==> config.mk <==
export PLATFORM = sky130hd
export DESIGN_NAME = spi_seg_seq
export DESIGN_NICKNAME = d
export VERILOG_FILES = /design/src/rtl/spi_seg_pkg.sv /design/src/rtl/seg_fifo.sv /design/src/rtl/seg_shifter.sv /design/src/rtl/spi_seg_seq.sv
export SDC_FILE = /design/constraint.sdc
export NUM_CORES = 1
export LEC_CHECK = 0
export BUFFER_PORTS_ARGS = -buffer_cell sky130_fd_sc_hd__clkbuf_2
export CORE_AREA = 3 3 222 159
export CTS_CLUSTER_DIAMETER = 30
export DETAILED_ROUTE_END_ITERATION = 8
export DIE_AREA = 0 0 225 162
export SLEW_MARGIN = 30
export SYNTH_ARGS = -nofsm -noshare
export SYNTH_HDL_FRONTEND = slang
export SYNTH_SLANG_ARGS = --single-unit
==> constraint.sdc <==
create_clock -name clk -period 3.7 [get_ports clk]
set_input_delay 0.37 -clock clk [delete_from_list [all_inputs] [get_ports clk]]
set_output_delay 0.37 -clock clk [all_outputs]
set_load 0.05 [all_outputs]
==> src/rtl/spi_seg_pkg.sv <==
package spi_seg_pkg;

  typedef enum logic [1:0] {
    SQ_IDLE  = 2'd0,
    SQ_CHECK = 2'd1,
    SQ_SHIFT = 2'd2,
    SQ_DONE  = 2'd3
  } seq_state_e;

  localparam logic [1:0] ADDR_CTRL = 2'd0;
  localparam logic [1:0] ADDR_CSID = 2'd1;
  localparam logic [1:0] ADDR_CFG  = 2'd2;
  localparam logic [1:0] ADDR_CMD  = 2'd3;

  localparam int CTRL_EN_BIT   = 31;
  localparam int CTRL_SRST_BIT = 30;
  localparam int CFG_CPOL_BIT  = 31;
  localparam int CFG_CPHA_BIT  = 30;

endpackage

==> src/rtl/seg_fifo.sv <==
module seg_fifo #(
  parameter int WIDTH = 8,
  parameter int DEPTH = 8
) (
  input  logic             clk,
  input  logic             srst,
  input  logic             push,
  input  logic             pop,
  input  logic             flush,
  input  logic [WIDTH-1:0] wdata,
  output logic [WIDTH-1:0] rdata,
  output logic             full,
  output logic             empty
);
  localparam int AW = (DEPTH > 1) ? $clog2(DEPTH) : 1;
  localparam int CW = AW + 1;

  logic [WIDTH-1:0] mem [DEPTH];
  logic [AW-1:0]    wp, rp;
  logic [CW-1:0]    cnt;
  logic             do_push, do_pop;

  assign full    = (cnt == CW'(DEPTH));
  assign empty   = (cnt == '0);
  assign do_push = push && !full;
  assign do_pop  = pop && !empty;
  assign rdata   = mem[rp];

  always_ff @(posedge clk) begin
    if (do_push) mem[wp] <= wdata;
  end

  always_ff @(posedge clk) begin
    if (srst || flush) begin
      wp  <= '0;
      rp  <= '0;
      cnt <= '0;
    end else begin
      if (do_push) wp <= wp + 1'b1;
      if (do_pop)  rp <= rp + 1'b1;
      cnt <= cnt + CW'(do_push) - CW'(do_pop);
    end
  end
endmodule

==> src/rtl/seg_shifter.sv <==
module seg_shifter #(
  parameter int DIV_W = 16
) (
  input  logic             clk,
  input  logic             srst,
  input  logic             start,
  input  logic [7:0]       tx_byte,
  input  logic             cpol,
  input  logic             cpha,
  input  logic [DIV_W-1:0] div,
  input  logic             miso,
  output logic             sclk,
  output logic             mosi,
  output logic             done,
  output logic [7:0]       rx_byte
);
  logic             busy;
  logic [DIV_W-1:0] cnt;
  logic [3:0]       edge_n;
  logic [7:0]       txsr, rxsr;
  logic             sclk_q, done_q;

  assign sclk    = sclk_q;
  assign mosi    = txsr[7];
  assign done    = done_q;
  assign rx_byte = rxsr;

  always_ff @(posedge clk) begin
    if (srst) begin
      busy   <= 1'b0;
      cnt    <= '0;
      edge_n <= '0;
      txsr   <= '0;
      rxsr   <= '0;
      sclk_q <= 1'b0;
      done_q <= 1'b0;
    end else begin
      done_q <= 1'b0;
      if (!busy) begin
        sclk_q <= cpol;
        if (start) begin
          busy   <= 1'b1;
          cnt    <= '0;
          edge_n <= '0;
          txsr   <= tx_byte;
        end
      end else if (cnt == div) begin
        cnt    <= '0;
        sclk_q <= ~sclk_q;
        edge_n <= edge_n + 4'd1;
        if (edge_n[0] == cpha)
          rxsr <= {rxsr[6:0], miso};
        else if (!(cpha && edge_n == 4'd0))
          txsr <= {txsr[6:0], 1'b0};
        if (edge_n == 4'd15) begin
          busy   <= 1'b0;
          done_q <= 1'b1;
        end
      end else begin
        cnt <= cnt + 1'b1;
      end
    end
  end
endmodule

==> src/rtl/spi_seg_seq.sv <==
module spi_seg_seq
  import spi_seg_pkg::*;
#(
  parameter int NUM_CS   = 2,
  parameter int DIV_W    = 16,
  parameter int LEN_W    = 8,
  parameter int TX_DEPTH = 8,
  parameter int RX_DEPTH = 4
) (
  input  logic              clk,
  input  logic              rst,
  input  logic              reg_we,
  input  logic [1:0]        reg_addr,
  input  logic [31:0]       reg_wdata,
  input  logic              tx_push,
  input  logic [7:0]        tx_data,
  output logic              tx_full,
  output logic              tx_empty,
  input  logic              rx_pop,
  output logic [7:0]        rx_data,
  output logic              rx_empty,
  output logic              ready,
  output logic              active,
  output logic              tx_stall,
  output logic              rx_stall,
  output logic              cmd_busy_err,
  output logic              sclk,
  output logic              mosi,
  input  logic              miso,
  output logic [NUM_CS-1:0] cs_n
);
  localparam int CS_W = (NUM_CS > 1) ? $clog2(NUM_CS) : 1;

  // Soft reset: any control write with the reset bit acts like rst.
  logic srst, cmd_wr, accept, busy_hit;
  assign srst   = rst || (reg_we && reg_addr == ADDR_CTRL && reg_wdata[CTRL_SRST_BIT]);
  assign cmd_wr = reg_we && (reg_addr == ADDR_CMD);

  logic             en_q;
  logic [CS_W-1:0]  csid_q;
  logic [DIV_W-1:0] cfg_div  [NUM_CS];
  logic             cfg_cpol [NUM_CS];
  logic             cfg_cpha [NUM_CS];
  logic [NUM_CS-1:0] sel_n;

  always_ff @(posedge clk) begin
    if (srst) begin
      en_q   <= 1'b0;
      csid_q <= '0;
    end else if (reg_we) begin
      if (reg_addr == ADDR_CTRL) en_q <= reg_wdata[CTRL_EN_BIT];
      if (reg_addr == ADDR_CSID && reg_wdata < 32'(NUM_CS))
        csid_q <= reg_wdata[CS_W-1:0];
    end
  end

  always_ff @(posedge clk) begin
    if (srst) begin
      for (int i = 0; i < NUM_CS; i++) begin
        cfg_div[i]  <= '0;
        cfg_cpol[i] <= 1'b0;
        cfg_cpha[i] <= 1'b0;
      end
    end else if (reg_we && reg_addr == ADDR_CFG) begin
      for (int i = 0; i < NUM_CS; i++) begin
        if (csid_q == CS_W'(i)) begin
          cfg_div[i]  <= reg_wdata[DIV_W-1:0];
          cfg_cpol[i] <= reg_wdata[CFG_CPOL_BIT];
          cfg_cpha[i] <= reg_wdata[CFG_CPHA_BIT];
        end
      end
    end
  end

  genvar g;
  generate
    for (g = 0; g < NUM_CS; g++) begin : g_sel
      assign sel_n[g] = (csid_q != CS_W'(g));
    end
  endgenerate

  // Sequencer state
  seq_state_e        state;
  logic [LEN_W-1:0]  rem;
  logic [DIV_W-1:0]  seg_div;
  logic              seg_cpol, seg_cpha;
  logic              ready_q, active_q, txst_q, rxst_q, err_q;
  logic [NUM_CS-1:0] cs_n_q;

  logic       tx_pop, rx_push, tx_flush, sh_start, sh_done, sh_cpol;
  logic       tx_empty_w, rx_full_w;
  logic [7:0] tx_head, sh_rx;

  assign accept   = cmd_wr && en_q && ready_q && !srst;
  assign busy_hit = cmd_wr && en_q && !ready_q && !srst;
  assign sh_cpol  = accept ? cfg_cpol[csid_q] : seg_cpol;

  always_comb begin
    tx_pop   = 1'b0;
    sh_start = 1'b0;
    rx_push  = 1'b0;
    tx_flush = 1'b0;
    case (state)
      SQ_CHECK: if (rem != '0 && !tx_empty_w && !rx_full_w) begin
        tx_pop   = 1'b1;
        sh_start = 1'b1;
      end
      SQ_SHIFT: rx_push  = sh_done;
      SQ_DONE:  tx_flush = 1'b1;
      default: ;
    endcase
  end

  always_ff @(posedge clk) begin
    if (srst) begin
      state    <= SQ_IDLE;
      rem      <= '0;
      seg_div  <= '0;
      seg_cpol <= 1'b0;
      seg_cpha <= 1'b0;
      ready_q  <= 1'b1;
      active_q <= 1'b0;
      txst_q   <= 1'b0;
      rxst_q   <= 1'b0;
      err_q    <= 1'b0;
      cs_n_q   <= '1;
    end else begin
      err_q <= busy_hit;
      case (state)
        SQ_IDLE: if (accept) begin
          state    <= SQ_CHECK;
          rem      <= reg_wdata[LEN_W-1:0];
          seg_div  <= cfg_div[csid_q];
          seg_cpol <= cfg_cpol[csid_q];
          seg_cpha <= cfg_cpha[csid_q];
          ready_q  <= 1'b0;
          active_q <= 1'b1;
          txst_q   <= 1'b0;
          rxst_q   <= 1'b0;
          cs_n_q   <= sel_n;
        end
        SQ_CHECK: begin
          if (rem == '0) begin
            state <= SQ_DONE;
          end else if (tx_empty_w) begin
            txst_q <= 1'b1;
            state  <= SQ_DONE;
          end else if (rx_full_w) begin
            rxst_q <= 1'b1;
            state  <= SQ_DONE;
          end else begin
            state <= SQ_SHIFT;
          end
        end
        SQ_SHIFT: if (sh_done) begin
          rem   <= rem - 1'b1;
          state <= SQ_CHECK;
        end
        SQ_DONE: begin
          ready_q  <= 1'b1;
          active_q <= 1'b0;
          cs_n_q   <= '1;
          state    <= SQ_IDLE;
        end
        default: state <= SQ_IDLE;
      endcase
    end
  end

  seg_fifo #(.WIDTH(8), .DEPTH(TX_DEPTH)) u_txq (
    .clk(clk), .srst(srst), .push(tx_push), .pop(tx_pop), .flush(tx_flush),
    .wdata(tx_data), .rdata(tx_head), .full(tx_full), .empty(tx_empty_w)
  );

  seg_fifo #(.WIDTH(8), .DEPTH(RX_DEPTH)) u_rxq (
    .clk(clk), .srst(srst), .push(rx_push), .pop(rx_pop), .flush(1'b0),
    .wdata(sh_rx), .rdata(rx_data), .full(rx_full_w), .empty(rx_empty)
  );

  seg_shifter #(.DIV_W(DIV_W)) u_shift (
    .clk(clk), .srst(srst), .start(sh_start), .tx_byte(tx_head),
    .cpol(sh_cpol), .cpha(seg_cpha), .div(seg_div), .miso(miso),
    .sclk(sclk), .mosi(mosi), .done(sh_done), .rx_byte(sh_rx)
  );

  assign tx_empty     = tx_empty_w;
  assign ready        = ready_q;
  assign active       = active_q;
  assign tx_stall     = txst_q;
  assign rx_stall     = rxst_q;
  assign cmd_busy_err = err_q;
  assign cs_n         = cs_n_q;
endmodule

### Word level (Yosys, flattened, before mapping)

Memories as Yosys holds them, arrays and structs flattened. A register that Yosys moved wholly into a read port is not among the register bits.
Index checks and enable logic that the tools add are counted.

* add/subtract/negate cells: 11
* multipliers: 0
* div/mod/pow operators: 0
* $lt $le $gt $ge: 1
* equal/unequal tests: 20
* shifts and indexed selects: 0
* multiplexer cells: 71
* bitwise gates (word level): 10
* reduce and logical (&&, ||, !) cells: 48

Operators with widths (number)
* 16-bit two-way mux: 5
* 8-bit two-way mux: 7
* 1-bit two-way mux: 42
* 32-bit by 2-bit < comparator with 1-bit output, second input constant: 1
* 1-bit logical AND: 17
* 16-bit by 1-bit adder with 16-bit output, second input constant: 1
* 16-bit == test: 1
* 8-bit case mux with 2 select lines: 1
* 4-bit two-way mux: 3
* 2-bit != test, second input constant: 6
* 2-bit AND reduction: 6
* 2-bit two-way mux: 5
* 2-bit == test, second input constant: 4
* 4-bit == test, second input constant: 2
* 4-bit zero test: 2
* 8-bit zero test: 1
* 1-bit case mux with 2 select lines: 4
* 2-bit case mux with 4 select lines: 1
* 4-bit AND reduction: 2
* 2-bit nonzero test: 4
* 8-bit nonzero test: 1
* 8-bit by 1-bit subtractor with 8-bit output, second input constant: 1
* 3-bit by 1-bit adder with 3-bit output, second input constant: 2
* 1-bit zero test: 6
* 20 further kinds: 36

* register bits: 76
* latch bits: 0
* RAM bits: 132
* memory bits (read-only): 0
* input bits: 48
* output and inout bits: 20
* logic and storage cells: 190
* memories kept: 5

Memories
* u_txq.mem: words 8, bits a word 8, read ports 1, clocked after memory_dff 1, write ports 1, RTL line seg_fifo.sv:18 `logic [WIDTH-1:0] mem [DEPTH];`
* cfg_div: words 2, bits a word 16, read ports 1, clocked after memory_dff 1, write ports 2, RTL line spi_seg_seq.sv:41 `logic [DIV_W-1:0] cfg_div [NUM_CS];`
* u_rxq.mem: words 4, bits a word 8, read ports 1, clocked after memory_dff 1, write ports 1, RTL line seg_fifo.sv:18
* cfg_cpha: words 2, bits a word 1, read ports 1, clocked after memory_dff 1, write ports 2, RTL line spi_seg_seq.sv:43 `logic cfg_cpha [NUM_CS];`
* cfg_cpol: words 2, bits a word 1, read ports 1, clocked after memory_dff 1, write ports 2, RTL line spi_seg_seq.sv:42 `logic cfg_cpol [NUM_CS];`

### Logic depth before layout (Yosys ltp)

Gate-level depths: netlist of run 1.

* depth in word-level cells: 9
* gate-level depth with buffers: 13
* depth with buffers taken out: 13

### Cells and area by module

A second synthesis of run 1 with hierarchy kept.

* cells, all modules: 768
* area total of the unflattened synthesis: 10053.4 um^2

Modules (own cells, without submodules)
* seg_fifo (u_txq): instances 1, cells each 174, area each 3186.8 um^2, sequential area each 2182.1 um^2
* spi_seg_seq: instances 1, cells each 269, area each 3136.8 um^2, sequential area each 1841.8 um^2
* seg_shifter: instances 1, cells each 233, area each 2093.3 um^2, sequential area each 780.7 um^2
* seg_fifo (u_rxq): instances 1, cells each 92, area each 1636.6 um^2, sequential area each 1141.1 um^2

### Worst setup path before layout of run 1

OpenSTA, ideal clock, no wires.

* kind: register to register
* start: register u_txq.cnt[2]
* end: register u_txq.cnt[2]
* library setup time: 0.117 ns
* data arrival time: 3.461 ns
* data required time: 3.583 ns
* setup slack: 0.122 ns
* cell stages (with the launch flop): 14
* buffers on the path: 0
* clock period less this slack: 3.578 ns
* path through: dfxtp_1 -> inv_1 -> ha_1 -> nor3b_1 -> nor2_1 -> nand2_1 -> inv_1 -> ha_1 -> inv_1 -> ha_1 -> inv_1 -> fa_1 -> xor2_1 -> nor2_1

* cells in the longest elaborated chain, start to end: 8
* elaborated cells on any way between the ends: 12
* classes of those cells: 2 x add/sub; 1 x eq/ne; 2 x mux; 7 x reduce/logical

Ends and longest elaborated chain
* start, declared: RTL line seg_fifo.sv:20 `logic [CW-1:0] cnt;`
* start signal, assigned: RTL line seg_fifo.sv:41 `cnt <= cnt + CW'(do_push) - CW'(do_pop);`
* 4-bit zero test *: RTL line seg_fifo.sv:24 `assign empty = (cnt == '0);`
* named net tx_empty: RTL line spi_seg_seq.sv:18 `output logic tx_empty,`
* 1-bit zero test *: RTL line seg_fifo.sv:26, spi_seg_seq.sv:104
* 1-bit logical AND (2 in series): RTL line spi_seg_seq.sv:104 `SQ_CHECK: if (rem != '0 && !tx_empty_w && !rx_full_w) begin`
* 1-bit two-way mux: RTL line spi_seg_seq.sv:104
* 1-bit two-way mux: RTL line spi_seg_seq.sv:103 `case (state)`
* 1-bit logical AND *: RTL line seg_fifo.sv:26 `assign do_pop = pop && !empty;`
* named net u_txq.do_pop: RTL line seg_fifo.sv:21 `logic do_push, do_pop;`
* 4-bit by 1-bit subtractor with 4-bit output *: RTL line seg_fifo.sv:41

The timed path passes the listed nets; every way through them passes the cells marked *.
A chain may end at the register's enable or synchronous reset.

### Worst setup path in the final report of run 1

* start: register rem[0]
* end: register u_txq.cnt[2]

* cells in the longest elaborated chain, start to end: 7

Ends and longest elaborated chain
* start, declared: RTL line spi_seg_seq.sv:84 `logic [LEN_W-1:0] rem;`
* start signal, assigned: RTL line spi_seg_seq.sv:132 `rem <= reg_wdata[LEN_W-1:0];`
* start signal, assigned: RTL line spi_seg_seq.sv:156 `rem <= rem - 1'b1;`
* 8-bit nonzero test: RTL line spi_seg_seq.sv:104
* 1-bit logical AND (2 in series): RTL line spi_seg_seq.sv:104
* 1-bit two-way mux: RTL line spi_seg_seq.sv:104
* 1-bit two-way mux: RTL line spi_seg_seq.sv:103
* 1-bit logical AND: RTL line seg_fifo.sv:26
* named net u_txq.do_pop: RTL line seg_fifo.sv:21
* 4-bit by 1-bit subtractor with 4-bit output: RTL line seg_fifo.sv:41

The timed path passes the listed nets, and every way through them passes these cells.

==> results of run 1 <==
-- state kept, by name (all words and copies together), names as in the netlist, 3 cells and up, named ones only --
register,flops
u_txq.rp,3
u_txq.cnt,4
u_txq.wp,3
u_rxq.cnt,3
seg_div,16
rem,8
u_shift.txsr,8
u_txq.mem,64
u_rxq.mem,32
u_shift.edge_n,4
u_shift.rx_byte,8
u_shift.cnt,16
cfg_div,32
-- through the flow --
stage	total power [mW]	setup slack, ns	std cells	area, um2
finish	7.154	1.008	1333	12030
global route	7.428	0.7385	1333	12030
CTS	7.240	0.9863	1333	12030
detailed placement	3.588	1.016	1261	10680
global placement	3.580	1.099	1261	10680
floorplan	3.388	0.1217	787	9913
-- cells by family (layout without fill, tap and decap cells) --
kind of cell | count (synthesis) | after routing | share of synthesized area (%)
and+or+nand+nor | 255 | 255 | 13.67
DFF | 231 | 231 | 59.98
AOI/OAI and AO/OA | 131 | 131 | 9.252
buffers and inverters | 62 | 173 | 2.941
muxes | 54 | 54 | 8.482
xor gates and xnor gates | 34 | 34 | 3.004
adders and majority gates | 20 | 20 | 2.676
-- critical path: cells and delay by family, from the launching register on --
family	cells	cell delay (ns)
fa+ha+maj	4	0.97
simple gates	3	0.42
flops	1	0.38
compound gates	1	0.37
buf+inv	4	0.26
xor+xnor	1	0.15
-- how the worst max path moves through the flow --
stage | from | endpoint | slack [ns] | depth (start not counted)
finish | rem[0] | u_txq.cnt[2] | 1.01 | 13
global route | u_txq.cnt[2] | u_txq.cnt[2] | 0.74 | 13
CTS | rem[0] | u_txq.cnt[2] | 0.99 | 13
detailed placement | rem[0] | u_txq.cnt[2] | 1.02 | 13
global placement | rem[0] | u_txq.cnt[2] | 1.10 | 13
floorplan | u_txq.cnt[2] | u_txq.cnt[2] | 0.12 | 13
-- synthesized netlist by cell type (10+ instances only) --
cell / count / area [um2]
sky130_fd_sc_hd__edfxtp_1: 132 / 3964
sky130_fd_sc_hd__dfxtp_1: 99 / 1982
sky130_fd_sc_hd__nor2_1: 69 / 259.0
sky130_fd_sc_hd__nand2_1: 46 / 172.7
sky130_fd_sc_hd__mux2i_1: 30 / 300.3
sky130_fd_sc_hd__a211oi_1: 28 / 210.2
sky130_fd_sc_hd__a21oi_1: 27 / 135.1
sky130_fd_sc_hd__o21ai_0: 26 / 130.1
sky130_fd_sc_hd__xor2_1: 25 / 219.0
sky130_fd_sc_hd__and2_1: 24 / 150.1
sky130_fd_sc_hd__mux4_2: 24 / 540.5
sky130_fd_sc_hd__nand3_1: 24 / 120.1
sky130_fd_sc_hd__buf_2: 20 / 100.1
sky130_fd_sc_hd__inv_1: 20 / 75.07
sky130_fd_sc_hd__ha_1: 18 / 225.2
sky130_fd_sc_hd__nor4_1: 16 / 100.1
sky130_fd_sc_hd__nor3_1: 15 / 75.07
sky130_fd_sc_hd__clkbuf_1: 11 / 41.29
sky130_fd_sc_hd__nand2b_1: 11 / 68.82
sky130_fd_sc_hd__nor3b_1: 10 / 75.07
-- power groups by stage --
stage	clock, mW	combinational (mW)	sequential [mW]
2_1_floorplan	0	0.496	2.89
3_3_place_gp	0	0.655	2.92
3_5_place_dp	0	0.659	2.93
4_1_cts	3.70	0.664	2.88
5_1_grt	3.82	0.723	2.89
6_report	3.63	0.653	2.87
-- area by class of cell --
class / count / area, um2 / share of cell area, %
flip-flops and latches: 231 / 5946 / 49.43
clock buffers: 40 / 1001 / 8.321
clock inverters: 32 / 344.1 / 2.860
multi-input cells: 494 / 3682 / 30.61
inverters: 21 / 78.83 / 0.6553
repair buffers: 80 / 432.9 / 3.599
well taps: 435 / 544.3 / 4.525
-- metal layers --
layer	GRT usage, %	part of all wire [%]	up-vias
li1	-	-	3131
met1	17.57	50	3167
met2	17.82	43	106
met3	3.415	5.0	37
met4	2.771	1.6	0
met5	0	0	-
==> results by group, run 1 <==
Timing
  – Setup violation total in the final timing report: 0
  – Transition at the pin with the smallest max-transition slack: 0.9666 ns
  – Maximum achievable frequency: 0.3715 GHz
  – Final cycle utilization of the critical path: between 70% and 80%
  – Time the final worst path needs with I/O delays and setup: between 2 and 3 ns
  – Final Hold Fails: 0
  – Accumulated negative setup slack: 0 ns
  – Worst Skew: 0.01913 ns
  – Hold slack: 0.1107 ns
  – Max Slew Vio Count: 0
  – Relative slew slack: 34.97%
  – Setup repair after global routing missed its margin: false

Power
  – Internal power contribution: 5.285 mW
  – Leakage power of the design: 4.310 nW
  – Portion of total power attributed to combinational logic: 9.1%
  – Switching Share: between 20% and 30%
  – Part of the total power dissipated in sequential elements: 40.2%
  – Switching power: 1.869 mW
  – Worst-case vdd ir drop: 0.3276 mV
  – Clock share of power: 50.7%
  – Power per standard cell area: 594.8 mW/mm2

Yosys
  – Cell area after synthesis: 0.009913 mm2
  – Async set or reset register ratio after synthesis: 0%
  – Number of enable-type register cells in the synthesized netlist: 132
  – Syn Nets: around 860
  – Number of synthesized register bits: 231
  – Cell count after synthesis: 787
  – Number of library cell types mapped by synthesis: 64
  – Sequential cell area fraction in the yosys report: between 50 and 60%
  – Average size of a mapped cell: 12.60 um2
  – Leading register cell type out of synthesis: sky130_fd_sc_hd__edfxtp_1
  – Yosys Warn Count: 0

Layout
  – Final core utilization: 36.14%
  – Fraction of final layout cells sized beyond drive strength 1: 21.16%
  – Layout fillers: 3188
  – Most common cell after layout, fill and taps aside: sky130_fd_sc_hd__edfxtp_1
  – Layout Area Growth over Synthesis: 21.34%
  – Commonest cells after routing, fill and taps aside: sky130_fd_sc_hd__edfxtp_1, sky130_fd_sc_hd__dfxtp_1, sky130_fd_sc_hd__nor2_1, sky130_fd_sc_hd__clkbuf_2, sky130_fd_sc_hd__nand2_1
  – Fin nets: approximately 940
  – Total inserted antenna cells: 0

Worst hold path
  – Hold WC Path Type: input pin to flip-flop
  – Min-Delay Endpoint: u_shift.rx_byte[0]
  – Worst hold start: miso
  – Hold-critical path depth: 3

Setup path
  – Most frequent cell on the critical path: sky130_fd_sc_hd__inv_1
  – Worst path slowest cell: sky130_fd_sc_hd__dfxtp_1
  – Biggest fanout along the worst timing path: 7
  – Worst R2R Path Depth: 13
  – Worst path arrival time: 3.07 ns
  – Critical Path Max Stage Delay: between 0.3 and 0.4 ns
  – Startpoint of the most critical register-to-register path: rem[0]
  – CP Cell Sequence: inv_1, ha_1, nor3b_2, a21oi_2, nand2_1, inv_1, ha_1, inv_1, ha_1, inv_1, fa_1, xor2_1, nor2_1
  – Startpoint class of the critical path: flip-flop
  – Slack of the worst reg-to-reg path: 1.01 ns
  – Critical path class: flip-flop to flip-flop
  – RR Endpoint: u_txq.cnt[2]
  – Required time at the worst-slack endpoint: 4.08 ns
  – Critical Path Sink Type: flip-flop

Detailed routing
  – Vias after detailed routing: 6441
  – Wire length reported by the detailed router: 22130 um
  – Residual antenna-violating net count after detailed routing: 0
  – Routed WL per cell: 16.60 um
  – Router iterations before antenna repair: 4
  – Number of DRC violations after detailed-routing iteration 0: 408
  – Per-cell via count in the routed design: just under 5
  – Post-detailed-route DRC marker count: 0

GRT
  – Global-route wire length before repair: between 30000 and 40000 um
  – Number of global-route vias before repair: 6207
  – Maximum number of pins on one net before global-route repair: 38
  – Initial antenna violation count: 0
  – Overall overflow remaining after global route: 0
  – Global router's overall resource usage: 12.07%

Floorplan
  – Die extent in y: 162 um
  – Horizontal die dimension: around 230 um
  – Initial standard-cell utilization of the core: 29.79%
  – Area of the core region: 0.03328 mm2
  – Top Ports: 68
  – Row count: 56
  – Die Area: between 0.03 and 0.04 mm2

Clock tree
  – PostCTS Resize Cnt: 0
  – Number of H-tree branching levels: 2
  – Number of CTS-inserted buffers: 39
  – Worst skew pair latency: 0.52 ns
  – Root buf cell: sky130_fd_sc_hd__clkbuf_16
  – Hold_buf cts: 0
  – CTS tree: built
  – Post-CTS Setup Bufs: 0
  – Clock-pin slew on the worst setup and hold paths: 0.06 ns
  – Deepest clock path buffer count: 3
  – Clock Sink Count: approximately 230

Placement
  – Input/output buffers: 67
  – Detailed Place HPWL: 14950 um
  – Last weighted congestion value of the routability-driven placer: 0.7561

Run status
  – Outcome: complete, no violations

Run
  – MaxCap Viol Count: 0
(Power assumes the default switching activity.)
==> run 2: changes to the inputs <==
ABC_AREA = 1   (was not set)
CORE_AREA = 3 3 226 162   (was 3 3 222 159)
DIE_AREA = 0 0 229 165   (was 0 0 225 162)
clock period = 2.72 ns   (was 3.7 ns; I/O delays follow)
==> run 2 against run 1 <==
Setup slack got worse by 0.80 ns. Cell count is 30% higher. Synthesized area grew 4.2%. Combinational power increased by 39%. Critical path depth increased by 1. Non-clock buffer count rose by 16. Die area is 3.7% higher. Clock power rose by 31%. Count of clock-buffer cells in the layout is 2 higher. Fmax grew 7.2%. Sequential cell count stayed put. Synthesized cell count increased by 44%. Critical path type unchanged. Largest power group unchanged.
==> results by group, run 2 <==
Detailed routing
  – Vias after detailed routing: 7702 (was 6441)
  – Router iterations before antenna repair: 5 (was 4)
  – Post-detailed-route DRC marker count: 0 (unchanged)
  – Number of DRC violations after detailed-routing iteration 0: 531 (was 408)
  – Routed WL per cell: 13.40 um (was 16.60 um)
  – Wire length reported by the detailed router: 23190 um (was 22130 um)
  – Residual antenna-violating net count after detailed routing: 0 (unchanged)
  – Per-cell via count in the routed design: 4.452 (was 4.832)

Yosys
  – Yosys Warn Count: 0 (unchanged)
  – Top cells by area, synth: sky130_fd_sc_hd__edfxtp_1, sky130_fd_sc_hd__dfxtp_1, sky130_fd_sc_hd__nand2_1 (was sky130_fd_sc_hd__edfxtp_1, sky130_fd_sc_hd__dfxtp_1, sky130_fd_sc_hd__mux4_2)
  – Sequential cell area fraction in the yosys report: 57.54% (was 59.98%)
  – Cell area after synthesis: 0.01033 mm2 (was 0.009913 mm2)
  – Cell count after synthesis: 1131 (was 787)
  – Number of enable-type register cells in the synthesized netlist: 132 (unchanged)
  – Average size of a mapped cell: 9.137 um2 (was 12.60 um2)
  – Number of synthesized register bits: 231 (unchanged)
  – Top post-synthesis cells by count: sky130_fd_sc_hd__nand2_1, sky130_fd_sc_hd__edfxtp_1, sky130_fd_sc_hd__inv_1 (was sky130_fd_sc_hd__edfxtp_1, sky130_fd_sc_hd__dfxtp_1, sky130_fd_sc_hd__nor2_1)
  – Number of library cell types mapped by synthesis: 43 (was 64)
  – Leading register cell type out of synthesis: sky130_fd_sc_hd__edfxtp_1 (unchanged)
  – Async set or reset register ratio after synthesis: 0% (unchanged)
  – Leading area contributor after synthesis: sky130_fd_sc_hd__edfxtp_1 (unchanged)
  – Cell with the most instances after synthesis: sky130_fd_sc_hd__nand2_1 (was sky130_fd_sc_hd__edfxtp_1)
  – Portion of synthesized cell area occupied by the leading cell type: 38.36% (was 39.98%)
  – Syn Nets: 1199 (was 855)

GRT
  – Global router's overall resource usage: 12.38% (was 12.07%)
  – Number of global-route vias before repair: 7236 (was 6207)
  – Overall overflow remaining after global route: 0 (unchanged)
  – Initial antenna violation count: 0 (unchanged)
  – Global-route wire length before repair: 37870 um (was 34830 um)
  – Maximum number of pins on one net before global-route repair: 55 (was 38)

Layout
  – Commonest cells after routing, fill and taps aside: sky130_fd_sc_hd__nand2_1, sky130_fd_sc_hd__edfxtp_1, sky130_fd_sc_hd__inv_1, sky130_fd_sc_hd__nor2_1, sky130_fd_sc_hd__dfxtp_1 (was sky130_fd_sc_hd__edfxtp_1, sky130_fd_sc_hd__dfxtp_1, sky130_fd_sc_hd__nor2_1, sky130_fd_sc_hd__clkbuf_2, sky130_fd_sc_hd__nand2_1)
  – Layout Area Growth over Synthesis: 21.25% (was 21.34%)
  – Most common cell after layout, fill and taps aside: sky130_fd_sc_hd__nand2_1 (was sky130_fd_sc_hd__edfxtp_1)
  – Register with the most flip-flops: u_txq.mem (unchanged)
  – Total inserted antenna cells: 0 (unchanged)
  – Fraction of final layout cells sized beyond drive strength 1: 17.89% (was 21.16%)
  – Final core utilization: 36.30% (was 36.14%)
  – Number of flip-flops under the largest register name: 64 (unchanged)
  – Fin nets: 1297 (was 935)
  – Finished layout cell area: 0.01253 mm2 (was 0.01203 mm2)
  – Regs by FF count: u_txq.mem: 64 flops, cfg_div: 32 flops, u_rxq.mem: 32 flops (unchanged)
  – Post-layout instance count excluding filler cells: 1730 (was 1333)

Setup path
  – Startpoint class of the critical path: flip-flop (unchanged)
  – Worst path arrival time: 2.92 ns (was 3.07 ns)
  – Critical Path Sink Type: flip-flop (unchanged)
  – Slack of the worst reg-to-reg path: 0.21 ns (was 1.01 ns)
  – Worst path slowest cell: sky130_fd_sc_hd__fa_1 (was sky130_fd_sc_hd__dfxtp_1)
  – Worst R2R Path Depth: 14 (was 13)
  – Required time at the worst-slack endpoint: 3.13 ns (was 4.08 ns)
  – Critical path class: flip-flop to flip-flop (unchanged)
  – Startpoint of the most critical register-to-register path: rem[0] (unchanged)
  – RR Endpoint: u_txq.cnt[2] (unchanged)
  – Cell family with most CP delay: adder cells (unchanged)
  – Critical Path Max Stage Delay: 0.38 ns (about the same)
  – CP Cell Sequence: inv_1, ha_1, nand2_2, nor2_2, nand3_2, nand3_2, inv_2, ha_1, inv_1, ha_1, inv_1, fa_1, xor2_1, nor2_1 (was inv_1, ha_1, nor3b_2, a21oi_2, nand2_1, inv_1, ha_1, inv_1, ha_1, inv_1, fa_1, xor2_1, nor2_1)
  – Buffer and inverter count on the worst path: 4 (unchanged)
  – Biggest fanout along the worst timing path: 5 (was 7)

Worst hold path
  – Hold WC Path Type: input pin to flip-flop (unchanged)
  – Min-Delay Endpoint: u_txq.mem[7][1] (was u_shift.rx_byte[0])
  – Worst hold start: tx_data[1] (was miso)
  – Hold-critical path depth: 1 (was 3)

Clock tree
  – Worst skew pair latency: 0.52 ns (about the same)
  – Clock Sink Count: 231 (unchanged)
  – Number of H-tree branching levels: 2 (unchanged)
  – Clock-pin slew on the worst setup and hold paths: 0.06 ns (about the same)
  – Root buf cell: sky130_fd_sc_hd__clkbuf_16 (unchanged)
  – CTS tree: built (unchanged)
  – Post-CTS Setup Bufs: 0 (unchanged)
  – Number of CTS-inserted buffers: 37 (was 39)
  – Deepest clock path buffer count: 3 (unchanged)

Floorplan
  – Row count: 57 (was 56)
  – Area of the core region: 0.03452 mm2 (was 0.03328 mm2)
  – Horizontal die dimension: 229 um (was 225 um)
  – Top Ports: 68 (unchanged)
  – Initial standard-cell utilization of the core: 29.94% (was 29.79%)
  – Die Area: 0.03779 mm2 (was 0.03645 mm2)
  – Die extent in y: 165 um (was 162 um)

Placement
  – Input/output buffers: 67 (unchanged)
  – Worst setup slack after placement: 0.2368 ns (was 1.016 ns)
  – Instance area at placement: 0.01124 mm2 (was 0.01068 mm2)
  – Number of placed instances, taps included: 1660 (was 1261)
  – Last weighted congestion value of the routability-driven placer: 0.7922 (was 0.7561)
  – Detailed Place HPWL: 15580 um (was 14950 um)

Timing
  – Setup violation total in the final timing report: 0 (unchanged)
  – Worst Skew: 0.02108 ns (was 0.01913 ns)
  – Transition at the pin with the smallest max-transition slack: 0.7142 ns (was 0.9666 ns)
  – Accumulated negative setup slack: 0 ns (unchanged)
  – Relative slew slack: 52.07% (was 34.97%)
  – Maximum achievable frequency: 0.3981 GHz (was 0.3715 GHz)
  – Setup repair after global routing missed its margin: false (unchanged)
  – Setup WS post-layout: 0.2078 ns (was 1.008 ns)
  – Hold slack: 0.03520 ns (was 0.1107 ns)
  – Max Slew Vio Count: 0 (unchanged)
  – Final cycle utilization of the critical path: 92.36% (was 72.76%)
  – Time the final worst path needs with I/O delays and setup: 2.512 ns (was 2.692 ns)
  – Final Hold Fails: 0 (unchanged)

Power
  – Total design power: 9.553 mW (was 7.154 mW)
  – Power per standard cell area: 762.5 mW/mm2 (was 594.8 mW/mm2)
  – Worst-case vdd ir drop: 0.3827 mV (was 0.3276 mV)
  – Leakage power of the design: 4.930 nW (was 4.310 nW)

Run
  – MaxCap Viol Count: 0 (unchanged)

Run status
  – Outcome: complete, no violations (unchanged)
run 2: cell count changes in the layout (fill, tap and decap cells not counted), moves of 22 or more:
cell,before,now
sky130_fd_sc_hd__mux4_2,24,0
sky130_fd_sc_hd__inv_1,20,129
sky130_fd_sc_hd__mux2i_1,30,1
sky130_fd_sc_hd__nor2_1,67,108
sky130_fd_sc_hd__o21ai_0,24,57
sky130_fd_sc_hd__inv_2,0,22
sky130_fd_sc_hd__and2_1,24,0
sky130_fd_sc_hd__nand3_1,24,96
sky130_fd_sc_hd__a211oi_1,28,0
sky130_fd_sc_hd__nand2_1,46,242
run 2: worst max-delay path by stage:
stage | startpoint | to | slack (ns) | cells past startpoint
after floorplan | u_txq.cnt[2] | u_txq.cnt[2] | 0.001 | 13
after global placement | rem[0] | u_txq.cnt[2] | 0.31 | 14
after detailed placement | rem[0] | u_txq.cnt[2] | 0.24 | 14
after CTS | rem[0] | u_txq.cnt[2] | 0.21 | 14
after global routing | rem[0] | u_txq.cnt[2] | 0.02 | 14
final | rem[0] | u_txq.cnt[2] | 0.21 | 14
run 2: power breakdown:
group          switching [mW]  internal (mW)  leakage (nW)
sequential             0.0652           3.82          2.00
clock                    1.73           3.03         0.607
combinational           0.627          0.282          2.33
run 2: cells by family (layout without fill, tap and decap cells):
logic type                 count (synthesis)  count (layout)  synth area share (%)
buffers and inverters                    192             319                 7.846
and+or+nand+nor                          510             510                 21.85
DFF                                      231             231                 57.54
xor gates and xnor gates                  13              13                 1.102
AOI/OAI and AO/OA                        164             164                 8.996
muxes                                      1               1               0.09687
adders and majority gates                 20              20                 2.567
run 2: routing by layer:
| metal | track usage, % | routed length, um | vias up |
|---|---|---|---|
| li1 | - | - | 3960 |
| met4 | 3.362 | 424 | 0 |
| met3 | 3.207 | 1463 | 38 |
| met1 | 18.13 | 11890 | 3505 |
| met5 | 0 | 0 | - |
| met2 | 18.01 | 9412 | 199 |
run 2: repair_timing:
item / CTS / global route
endpoints found under the hold margin: 3 / 0
hold buffers: 2 / 0
resized for setup: 0 / 0
run 2: area by class of cell:
| cell class | instances | area [um2] |
|---|---|---|
| clock inverter | 26 | 324.1 |
| inverter | 155 | 584.3 |
| timing repair buffer | 96 | 558.0 |
| fill | 3456 | 21990 |
| sequential | 231 | 5946 |
| multi-input combinational | 708 | 3582 |
| clock buffer | 42 | 944.7 |
| tap | 472 | 590.6 |
